$ cat config.mk
export PLATFORM = sky130hd
export DESIGN_NAME = pmic_bridge_init_seq
export DESIGN_NICKNAME = d
export VERILOG_FILES = /design/src/rtl/pmic_init_pkg.sv /design/src/rtl/pmic_init_steps.sv /design/src/rtl/pmic_init_timer.sv /design/src/rtl/pmic_init_rdchk.sv /design/src/rtl/pmic_bridge_init_seq.sv
export SDC_FILE = /design/constraint.sdc
export NUM_CORES = 1
export LEC_CHECK = 0
export ABC_AREA = 1
export BUFFER_PORTS_ARGS = -buffer_cell sky130_fd_sc_hd__buf_2
export CORE_UTILIZATION = 45
export DETAILED_ROUTE_END_ITERATION = 10
export PLACE_DENSITY = 0.72
export SLEW_MARGIN = 20
export SYNTH_ARGS = -nofsm -noshare
export SYNTH_HDL_FRONTEND = slang
export SYNTH_SLANG_ARGS = --single-unit
$ cat constraint.sdc
create_clock -name clk -period 5.5 [get_ports clk]
set_input_delay 0.825 -clock clk [delete_from_list [all_inputs] [get_ports clk]]
set_output_delay 0.825 -clock clk [all_outputs]
set_load 0.1 [all_outputs]
$ cat src/rtl/pmic_init_pkg.sv
package pmic_init_pkg;

   typedef enum logic [1:0] {OP_LWR = 2'd0, OP_RRD = 2'd1, OP_RWR = 2'd2, OP_IDLE = 2'd3} op_e;
   typedef enum logic [1:0] {K_RST, K_CMD, K_CAL, K_FIN} kind_e;
   typedef enum logic [1:0] {WD_CONST, WD_SAVED, WD_WRT} wsrc_e;
   typedef enum logic [1:0] {CK_NONE, CK_SAVED, CK_RDT, CK_WRT} chk_e;

   // local bridge registers
   localparam logic [7:0] LA_GATE_EN  = 8'h00;
   localparam logic [7:0] LA_GATE_DBC = 8'h01;
   localparam logic [7:0] LA_BRG_EN   = 8'h02;
   localparam logic [7:0] LA_ARB_MASK = 8'h03;
   localparam logic [7:0] LA_CH0_EN   = 8'h04;
   localparam logic [7:0] LA_CH1_EN   = 8'h05;
   localparam logic [7:0] LA_CH2_EN   = 8'h06;
   localparam logic [7:0] LA_WAVE0    = 8'h07;
   localparam logic [7:0] LA_DIO_EN   = 8'h0C;
   localparam logic [7:0] LA_SIG_EN   = 8'h0D;
   // remote chip registers
   localparam logic [7:0] RA_SLV_RST  = 8'h10;
   localparam logic [7:0] RA_CLK_CTL  = 8'h11;
   localparam logic [7:0] RA_DIO_EN   = 8'h12;
   localparam logic [7:0] RA_RD_TEST  = 8'h13;
   localparam logic [7:0] RA_WR_TEST  = 8'h14;
   localparam logic [7:0] RA_SIG_EN   = 8'h15;

   localparam logic [3:0] EC_NONE = 4'd0;
   localparam logic [3:0] EC_RST  = 4'd1;
   localparam logic [3:0] EC_ARB  = 4'd2;
   localparam logic [3:0] EC_CAL  = 4'd3;
   localparam logic [3:0] EC_CLK  = 4'd4;
   localparam logic [3:0] EC_DIO  = 4'd5;
   localparam logic [3:0] EC_WRT  = 4'd6;
   localparam logic [3:0] EC_SIG  = 4'd7;

   localparam int NUM_STEPS = 28;
   localparam int NUM_WAVE  = 5;

   typedef struct packed {
      kind_e       kind;
      op_e         op;
      logic [7:0]  addr;
      wsrc_e       wsrc;
      logic [15:0] wconst;
      chk_e        chk;
      logic        cap;
      logic [3:0]  ecode;
   } step_t;

   function automatic step_t mk_step(kind_e k, op_e o, logic [7:0] a, wsrc_e w,
                                     logic [15:0] d, chk_e c, logic cp, logic [3:0] e);
      step_t s;
      s.kind = k; s.op = o; s.addr = a; s.wsrc = w;
      s.wconst = d; s.chk = c; s.cap = cp; s.ecode = e;
      return s;
   endfunction

endpackage

$ cat src/rtl/pmic_init_steps.sv
module pmic_init_steps
   import pmic_init_pkg::*;
#(
   parameter int SW = 5
)(
   input  logic [SW-1:0] idx,
   input  logic [1:0]    opt,
   output step_t         step
);

   // timing set per clock option: n = 0 dummy, 1/2 cs-high wr/rd, 3/4 cs-low start/end
   function automatic logic [15:0] wave(logic [1:0] o, int n);
      logic [15:0] v;
      if (o > 2'd1) v = 16'hF;
      else begin
         case (n)
            0:       v = 16'hC;
            1:       v = 16'h0;
            2:       v = 16'h4;
            3:       v = (o == 2'd0) ? 16'h0 : 16'h2;
            default: v = (o == 2'd0) ? 16'h4 : 16'h2;
         endcase
      end
      return v;
   endfunction

   int i;
   always_comb begin
      i = int'(idx);
      case (i)
         0:  step = mk_step(K_RST, OP_LWR, 8'h00, WD_CONST, 16'h0, CK_NONE, 1'b0, EC_RST);
         1:  step = mk_step(K_CMD, OP_LWR, LA_GATE_EN, WD_CONST, 16'h3, CK_NONE, 1'b0, EC_RST);
         2:  step = mk_step(K_CMD, OP_LWR, LA_GATE_DBC, WD_CONST, 16'h0, CK_NONE, 1'b0, EC_RST);
         3:  step = mk_step(K_CMD, OP_RWR, RA_SLV_RST, WD_CONST, 16'h1, CK_NONE, 1'b0, EC_RST);
         4:  step = mk_step(K_CMD, OP_LWR, LA_BRG_EN, WD_CONST, 16'h1, CK_NONE, 1'b0, EC_ARB);
         5:  step = mk_step(K_CMD, OP_LWR, LA_ARB_MASK, WD_CONST, 16'h004, CK_NONE, 1'b0, EC_ARB);
         6:  step = mk_step(K_CMD, OP_LWR, LA_CH2_EN, WD_CONST, 16'h1, CK_NONE, 1'b0, EC_ARB);
         7:  step = mk_step(K_CAL, OP_LWR, 8'h00, WD_CONST, 16'h0, CK_NONE, 1'b0, EC_CAL);
         8:  step = mk_step(K_CMD, OP_RRD, RA_CLK_CTL, WD_CONST, 16'h0, CK_NONE, 1'b1, EC_CLK);
         9:  step = mk_step(K_CMD, OP_RWR, RA_CLK_CTL, WD_SAVED, 16'h0, CK_NONE, 1'b0, EC_CLK);
         10: step = mk_step(K_CMD, OP_RRD, RA_CLK_CTL, WD_CONST, 16'h0, CK_SAVED, 1'b0, EC_CLK);
         11, 12, 13, 14, 15:
             step = mk_step(K_CMD, OP_LWR, LA_WAVE0 + 8'(i - 11), WD_CONST,
                            wave(opt, i - 11), CK_NONE, 1'b0, EC_CLK);
         16: step = mk_step(K_CMD, OP_RWR, RA_DIO_EN, WD_CONST, 16'h1, CK_NONE, 1'b0, EC_DIO);
         17: step = mk_step(K_CMD, OP_IDLE, 8'h00, WD_CONST, 16'h0, CK_NONE, 1'b0, EC_DIO);
         18: step = mk_step(K_CMD, OP_LWR, LA_DIO_EN, WD_CONST, 16'h1, CK_NONE, 1'b0, EC_DIO);
         19: step = mk_step(K_CMD, OP_RRD, RA_RD_TEST, WD_CONST, 16'h0, CK_RDT, 1'b0, EC_DIO);
         20: step = mk_step(K_CMD, OP_RWR, RA_WR_TEST, WD_WRT, 16'h0, CK_NONE, 1'b0, EC_WRT);
         21: step = mk_step(K_CMD, OP_RRD, RA_WR_TEST, WD_CONST, 16'h0, CK_WRT, 1'b0, EC_WRT);
         22: step = mk_step(K_CMD, OP_RWR, RA_SIG_EN, WD_CONST, 16'h1, CK_NONE, 1'b0, EC_SIG);
         23: step = mk_step(K_CMD, OP_LWR, LA_SIG_EN, WD_CONST, 16'h1, CK_NONE, 1'b0, EC_SIG);
         24: step = mk_step(K_CMD, OP_LWR, LA_ARB_MASK, WD_CONST, 16'h1FF, CK_NONE, 1'b0, EC_SIG);
         25: step = mk_step(K_CMD, OP_LWR, LA_CH0_EN, WD_CONST, 16'h1, CK_NONE, 1'b0, EC_SIG);
         26: step = mk_step(K_CMD, OP_LWR, LA_CH1_EN, WD_CONST, 16'h1, CK_NONE, 1'b0, EC_SIG);
         default:
             step = mk_step(K_FIN, OP_LWR, 8'h00, WD_CONST, 16'h0, CK_NONE, 1'b0, EC_NONE);
      endcase
   end

endmodule

$ cat src/rtl/pmic_init_timer.sv
module pmic_init_timer #(
   parameter int CW = 8
)(
   input  logic          clk,
   input  logic          rst_n,
   input  logic          clr,
   input  logic          en,
   input  logic [CW-1:0] limit,
   output logic          expired,
   output logic          first
);

   logic [CW-1:0] cnt_q;

   always_ff @(posedge clk or negedge rst_n) begin
      if (!rst_n)   cnt_q <= '0;
      else if (clr) cnt_q <= '0;
      else if (en)  cnt_q <= cnt_q + 1'b1;
   end

   assign expired = en && (cnt_q == limit - 1'b1);
   assign first   = en && (cnt_q == '0);

endmodule

$ cat src/rtl/pmic_init_rdchk.sv
module pmic_init_rdchk
   import pmic_init_pkg::*;
#(
   parameter int            DW  = 16,
   parameter logic [DW-1:0] RDT = '0,
   parameter logic [DW-1:0] WRT = '0
)(
   input  chk_e          chk,
   input  logic [DW-1:0] rdata,
   input  logic [DW-1:0] saved,
   output logic          ok
);

   always_comb begin
      unique case (chk)
         CK_SAVED: ok = (rdata == saved);
         CK_RDT:   ok = (rdata == RDT);
         CK_WRT:   ok = (rdata == WRT);
         default:  ok = 1'b1;
      endcase
   end

endmodule

$ cat src/rtl/pmic_bridge_init_seq.sv
module pmic_bridge_init_seq
   import pmic_init_pkg::*;
#(
   parameter int          AW          = 16,
   parameter int          DW          = 16,
   parameter int          RST_CYC     = 250,
   parameter int          TMO_CYC     = 1024,
   parameter int          CAL_TMO     = 4096,
   parameter logic [15:0] RD_TEST_VAL = 16'h5A5A,
   parameter logic [15:0] WR_TEST_VAL = 16'hA55A
)(
   input  logic          clk,
   input  logic          rst_n,
   input  logic          start,
   input  logic [1:0]    clk_opt,
   output logic          cmd_req,
   output logic [1:0]    cmd_op,
   output logic [AW-1:0] cmd_addr,
   output logic [DW-1:0] cmd_wdata,
   input  logic          cmd_done,
   input  logic          cmd_err,
   input  logic [DW-1:0] cmd_rdata,
   output logic          cal_start,
   input  logic          cal_done,
   input  logic          cal_fail,
   output logic          blk_rst,
   output logic [2:0]    init_done,
   output logic [3:0]    err_code
);

   localparam int NDONE   = 3;
   localparam int SW      = $clog2(NUM_STEPS);
   localparam int LIM_A   = (RST_CYC > TMO_CYC) ? RST_CYC : TMO_CYC;
   localparam int LIM_MAX = (LIM_A > CAL_TMO) ? LIM_A : CAL_TMO;
   localparam int CW      = $clog2(LIM_MAX + 1);
   localparam logic [DW-1:0] CLK_FIELD = DW'(16'h0C00);
   localparam logic [DW-1:0] CLK_SEL18 = DW'(16'h0400);

   if (AW < 8) begin : g_bad_aw
      $error("AW must be at least 8");
   end
   if (DW < 16) begin : g_bad_dw
      $error("DW must be at least 16");
   end
   if (RST_CYC < 1 || TMO_CYC < 2 || CAL_TMO < 2) begin : g_bad_lim
      $error("reset hold must be >= 1 and timeouts >= 2");
   end

   typedef enum logic [1:0] {ST_IDLE, ST_RUN, ST_FAIL, ST_DONE} st_e;

   st_e           st_q;
   logic [SW-1:0] step_q;
   logic [1:0]    opt_q;
   logic [DW-1:0] saved_q;
   logic [3:0]    err_q;

   step_t         cur;
   logic          run, adv, fail, rd_ok, t_exp, t_first;
   logic [CW-1:0] lim;
   logic [DW-1:0] clk_fixed;

   pmic_init_steps #(.SW(SW)) u_steps (
      .idx  (step_q),
      .opt  (opt_q),
      .step (cur)
   );

   pmic_init_timer #(.CW(CW)) u_timer (
      .clk     (clk),
      .rst_n   (rst_n),
      .clr     (!run || adv || fail),
      .en      (run),
      .limit   (lim),
      .expired (t_exp),
      .first   (t_first)
   );

   pmic_init_rdchk #(
      .DW  (DW),
      .RDT (DW'(RD_TEST_VAL)),
      .WRT (DW'(WR_TEST_VAL))
   ) u_rdchk (
      .chk   (cur.chk),
      .rdata (cmd_rdata),
      .saved (saved_q),
      .ok    (rd_ok)
   );

   assign run       = (st_q == ST_RUN);
   assign clk_fixed = (cmd_rdata & ~CLK_FIELD) | ((opt_q == 2'd0) ? CLK_SEL18 : '0);

   always_comb begin
      unique case (cur.kind)
         K_RST:   lim = CW'(RST_CYC);
         K_CMD:   lim = CW'(TMO_CYC);
         K_CAL:   lim = CW'(CAL_TMO);
         default: lim = CW'(1);
      endcase
   end

   always_comb begin
      adv  = 1'b0;
      fail = 1'b0;
      if (run) begin
         unique case (cur.kind)
            K_RST: adv = t_exp;
            K_CMD: begin
               if (cmd_done) begin
                  if (cmd_err || !rd_ok) fail = 1'b1;
                  else                   adv  = 1'b1;
               end else if (t_exp) begin
                  fail = 1'b1;
               end
            end
            K_CAL: begin
               if (cal_done) begin
                  if (cal_fail) fail = 1'b1;
                  else          adv  = 1'b1;
               end else if (t_exp) begin
                  fail = 1'b1;
               end
            end
            default: ;
         endcase
      end
   end

   always_ff @(posedge clk or negedge rst_n) begin
      if (!rst_n) begin
         st_q    <= ST_IDLE;
         step_q  <= '0;
         opt_q   <= 2'd0;
         saved_q <= '0;
         err_q   <= EC_NONE;
      end else begin
         unique case (st_q)
            ST_IDLE: if (start) begin
               st_q   <= ST_RUN;
               step_q <= '0;
               opt_q  <= clk_opt;
            end
            ST_RUN: begin
               if (fail) begin
                  st_q  <= ST_FAIL;
                  err_q <= cur.ecode;
               end else if (adv) begin
                  step_q <= step_q + 1'b1;
               end else if (cur.kind == K_FIN) begin
                  st_q <= ST_DONE;
               end
               if (cur.cap && cmd_done && !cmd_err) saved_q <= clk_fixed;
            end
            default: ;
         endcase
      end
   end

   always_comb begin
      unique case (cur.wsrc)
         WD_SAVED: cmd_wdata = saved_q;
         WD_WRT:   cmd_wdata = DW'(WR_TEST_VAL);
         default:  cmd_wdata = DW'(cur.wconst);
      endcase
   end

   assign cmd_req   = run && (cur.kind == K_CMD);
   assign cmd_op    = cur.op;
   assign cmd_addr  = AW'(cur.addr);
   assign blk_rst   = run && (cur.kind == K_RST);
   assign cal_start = run && (cur.kind == K_CAL) && t_first;
   assign err_code  = err_q;

   for (genvar g = 0; g < NDONE; g++) begin : g_done
      assign init_done[g] = (st_q == ST_DONE);
   end

endmodule

==> results summary <==
The routed wire length is ~9100 um. The final instance area is 3930 um^2. The average wire per standard cell came out at 13.0 um. The analysis attributes to cell leakage a power of about 2.1 nW.

In this run the critical register-to-register path is launched from step_q[0]$_DFFE_PN0P_. The area share of the leading cell type in the synthesized netlist is 27.8%. The core outline area is 7730 um^2. Counting tap cells, the placed design contains a total of about 700 instances. IR analysis of the VDD net gives a maximum drop of between 70 and 80 uV.

The number of sinks driven by the clock tree is 40. Traced cell by cell, the critical path runs through inv_1 > ha_1 > nor3_1 > inv_1 > a31oi_1 > nand2_1 > inv_1 > nand4_1 > nor3_1 > ha_1 > nand4_1 > nor4_2 > buf_2. By instance count, the leading cell after synthesis is nand2_1. The final core utilization is 50.9%. The combinational family with the most area after synthesis is simple AND/OR/NAND/NOR gates. Setup repair after global routing left no endpoint under its margin.

The setup-violating endpoint count in the final report came out at 0. The count of cells in the finished layout, fillers not included, comes to 697. The stage delay of the slowest cell on the critical path came out at 0.46 ns. The final weighted congestion in routability-driven placement came out at 0.938. The post-route clock period utilization came out at 84.8%.

For this run, the leading register cell type out of synthesis is dfrtp_1. The all-layer global routing usage is 22.8%. The synthesized area came out at 3610 um^2.

The detailed-route via count came out at 3540. The clock tree from TritonCTS is done. Sorting the synthesized cells by how often they occur yields nand2_1, inv_1, nor2_1. 0 antenna diodes ended up in the layout. The tightest hold margin is 0.492 ns. The number of failing hold endpoints at the final stage is 0. The time the final worst path needs with I/O delays and setup is 4.66 ns. The effective utilization at floorplan is between 40% and 50%. The synthesized netlist cell count came out at about 550. The number of buffers inserted during clock tree synthesis is 5. Input and output buffers added on the ports amount to 58.

Once the clock tree was built, the setup fixing pass inserted 0 buffers. The actual transition at the worst max-transition pin came out at ~1.0 ns. The number of routed nets with antenna violations came out at 0. On the final layout, the worst clock skew is 0.00662 ns. The relative area change from synthesis to final layout came out at 9.09%.

Global routing finished with a remaining overflow of 0. The die span in x is just over 90 um. The signal arrival time at the worst endpoint came out at 3.84 ns. The maximum number of pins on one net before global-route repair came out at 41.

The number of library cell types mapped by synthesis came out at 45. The filler cell count came out at roughly 800. For this design, the slowest cell found on the critical path is dfrtp_1.

The die footprint came out at 8380 um^2. The number of vias per cell after detailed routing came out at ~5. Yosys printed 0 warnings. The first-iteration detailed-routing DRC count came out at about 220. After synthesis the netlist holds a flip-flop and latch count of 40. The first-pass GRT wire length came out at ~15000 um. The required time at the worst-slack endpoint is 4.68 ns. The final sum of negative setup slack is 0 ns.

The number of cells on the worst reg-to-reg path is 22. The number of cells on the critical path came out at 13. Counting stages on the worst path, the most repeated cell is inv_1. The HPWL after detailed placement is 7070 um. The reported max-cap violation count is 0. The worst slew margin relative to its limit came out at roughly a third.

Clock-pin slew was measured on the worst setup and hold paths at 0.08 ns. The fraction of final layout cells with drive strength greater than 1 is 15.6%. The initial antenna violation count is 0. The via count of the first global-routing pass is 3292. The number of pins exceeding their max-slew limit in the final report came out at 0. Of the total synthesized cell area, the portion taken by AND, OR, NAND and NOR gates is 36.3%. The areal power density over the cells is 144 nW/um^2.

The flow ran to the end, and the final reports show no timing, DRC or antenna violations. No sink is reached through more buffers than the 2 on the longest clock path. The insertion delay of the later-clocked pin in the worst-skew pair is approximately 0.30 ns. The startpoint type of the worst setup path is a register. By area the synthesized netlist is led by dfrtp_1, nand2_1, inv_1. The number of nets in the layout is 634. In this run the critical register-to-register path is captured at step_q[3]$_DFFE_PN0P_. The worst register-to-register path has a setup slack of 1.13 ns.

The buffering stage count on the worst path with inverters included is 4. Timing would allow up to 214 MHz. The worst setup path is captured at a primary output. After detailed routing, the number of remaining DRC violations is 0. 69 I/O pins were placed.

The number of cells upsized or downsized after cts came out at 0. Clock tree synthesis selected as its root buffer the cell clkbuf_8. The die is approximately 92 um tall. Summed over all instances, the cell type with the most area after synthesis is dfrtp_1. The multiplexer area fraction after synthesis came out at 0.312%. In this run, synthesis inferred 0 flip-flops with an integrated enable. The synthesized area divided by synthesized cell count is 6.51 um^2.

The number of detailed-routing iterations run before antenna repair came out at 7. In this run the worst setup path begins at step_q[0]$_DFFE_PN0P_. The synthesized-area fraction occupied by ao, oa, aoi and oai cells is about an eighth. CTS built an H-tree with a depth of 2.

The area share of xor/xnor cells in the synthesized design came out at 2.91%. In this design, the largest share of critical-path delay is due to simple AND/OR/NAND/NOR gates. The path class of the lowest-slack min-delay path is reg2reg. The most critical setup path has its endpoint at cal_start. The fraction of synthesis flops using an asynchronous set or reset pin is 100%.

In this run the most critical hold path is launched from err_code[1]$_DFFE_PN0P_. In this run the worst path has a maximum fanout of 8. The sequential-to-total area share from yosys stat came out at 27.8%.

The critical path class is reg2out. The arithmetic-cell share of the synthesized area counting full adders, half adders and majority gates came out at between 5 and 6%. The floorplan has 32 rows. The placed cell area is 3840 um^2.

The number of hold buffers added after CTS was 0.
## through the flow
stage / setup slack, ns / total power, mW
CTS: 0.849 / 0.574
finish: 0.836 / 0.565
detailed placement: 1.17 / 0.359
global route: 0.471 / 0.590
global placement: 1.25 / 0.358
floorplan: 0.691 / 0.346
## sequential cells by signal, indices dropped and copies added, names as in the netlist
signal / flops
st_q: 2
step_q: 5
u_timer.cnt_q: 13
err_code: 3
saved_q: 15
opt_q: 2
## placed cells by master, fill, tap and decap left out, drive strengths merged, types with 6 or more instances in the layout
master / instances
a21oi: 14
nor2: 72
nand2: 119
nand3: 59
ha: 15
dfrtp: 40
buf: 59
nor3: 12
nand4: 11
inv: 88
o21ai: 47
clkbuf: 6
conb: 10
xor2: 9
## where the power goes
part | total [mW] | switching [mW] | internal, mW
Combinational | 0.0584 | 0.0472 | 0.0112
Clock | 0.213 | 0.111 | 0.102
Sequential | 0.294 | 0 | 0.294
Total | 0.565 | 0.158 | 0.407
## how the worst min path moves through the flow
stage,endpoint,slack (ns),cells after the start
floorplan,u_timer.cnt_q[0]$_DFFE_PN0P_,0.46,1
global placement,err_code[2]$_DFFE_PN0P_,0.47,2
detailed placement,err_code[1]$_DFFE_PN0P_,0.47,2
CTS,err_code[1]$_DFFE_PN0P_,0.50,2
global route,err_code[2]$_DFFE_PN0P_,0.52,2
finish,err_code[1]$_DFFE_PN0P_,0.49,2
## routing by layer
| metal | vias up | global-route usage [%] | routed length, um |
|---|---|---|---|
| li1 | 1828 | - | - |
| met5 | - | 0 | 0 |
| met3 | 8 | 3.27 | 422 |
| met2 | 98 | 39.7 | 4310 |
| met1 | 1606 | 30.0 | 4310 |
| met4 | 0 | 4.37 | 56 |
## layout make-up
cell class,instances,area (um^2),area share [%]
Timing Repair Buffer,59,298,7.57
Tap cell,102,128,3.24
Multi-Input combinational cell,399,2080,52.8
Sequential cell,40,1000,25.4
Clock inverter,2,15.0,0.382
Clock buffer,6,82.6,2.10
Inverter,89,334,8.49
## worst min-delay path, stage by stage (launching register included)
cell and delay, ns:
dfrtp_1 0.35, nand2_1 0.05, nand2_1 0.06
## cell families after synthesis
| kind of cell | count (synthesis) |
|---|---|
| compound gates | 76 |
| xor+xnor | 12 |
| fa+ha+maj | 15 |
| buf+inv | 124 |
| flops | 40 |
| mux | 1 |
| other cells | 1 |
| simple gates | 285 |
Note: power is estimated with default switching activity, not from simulation.
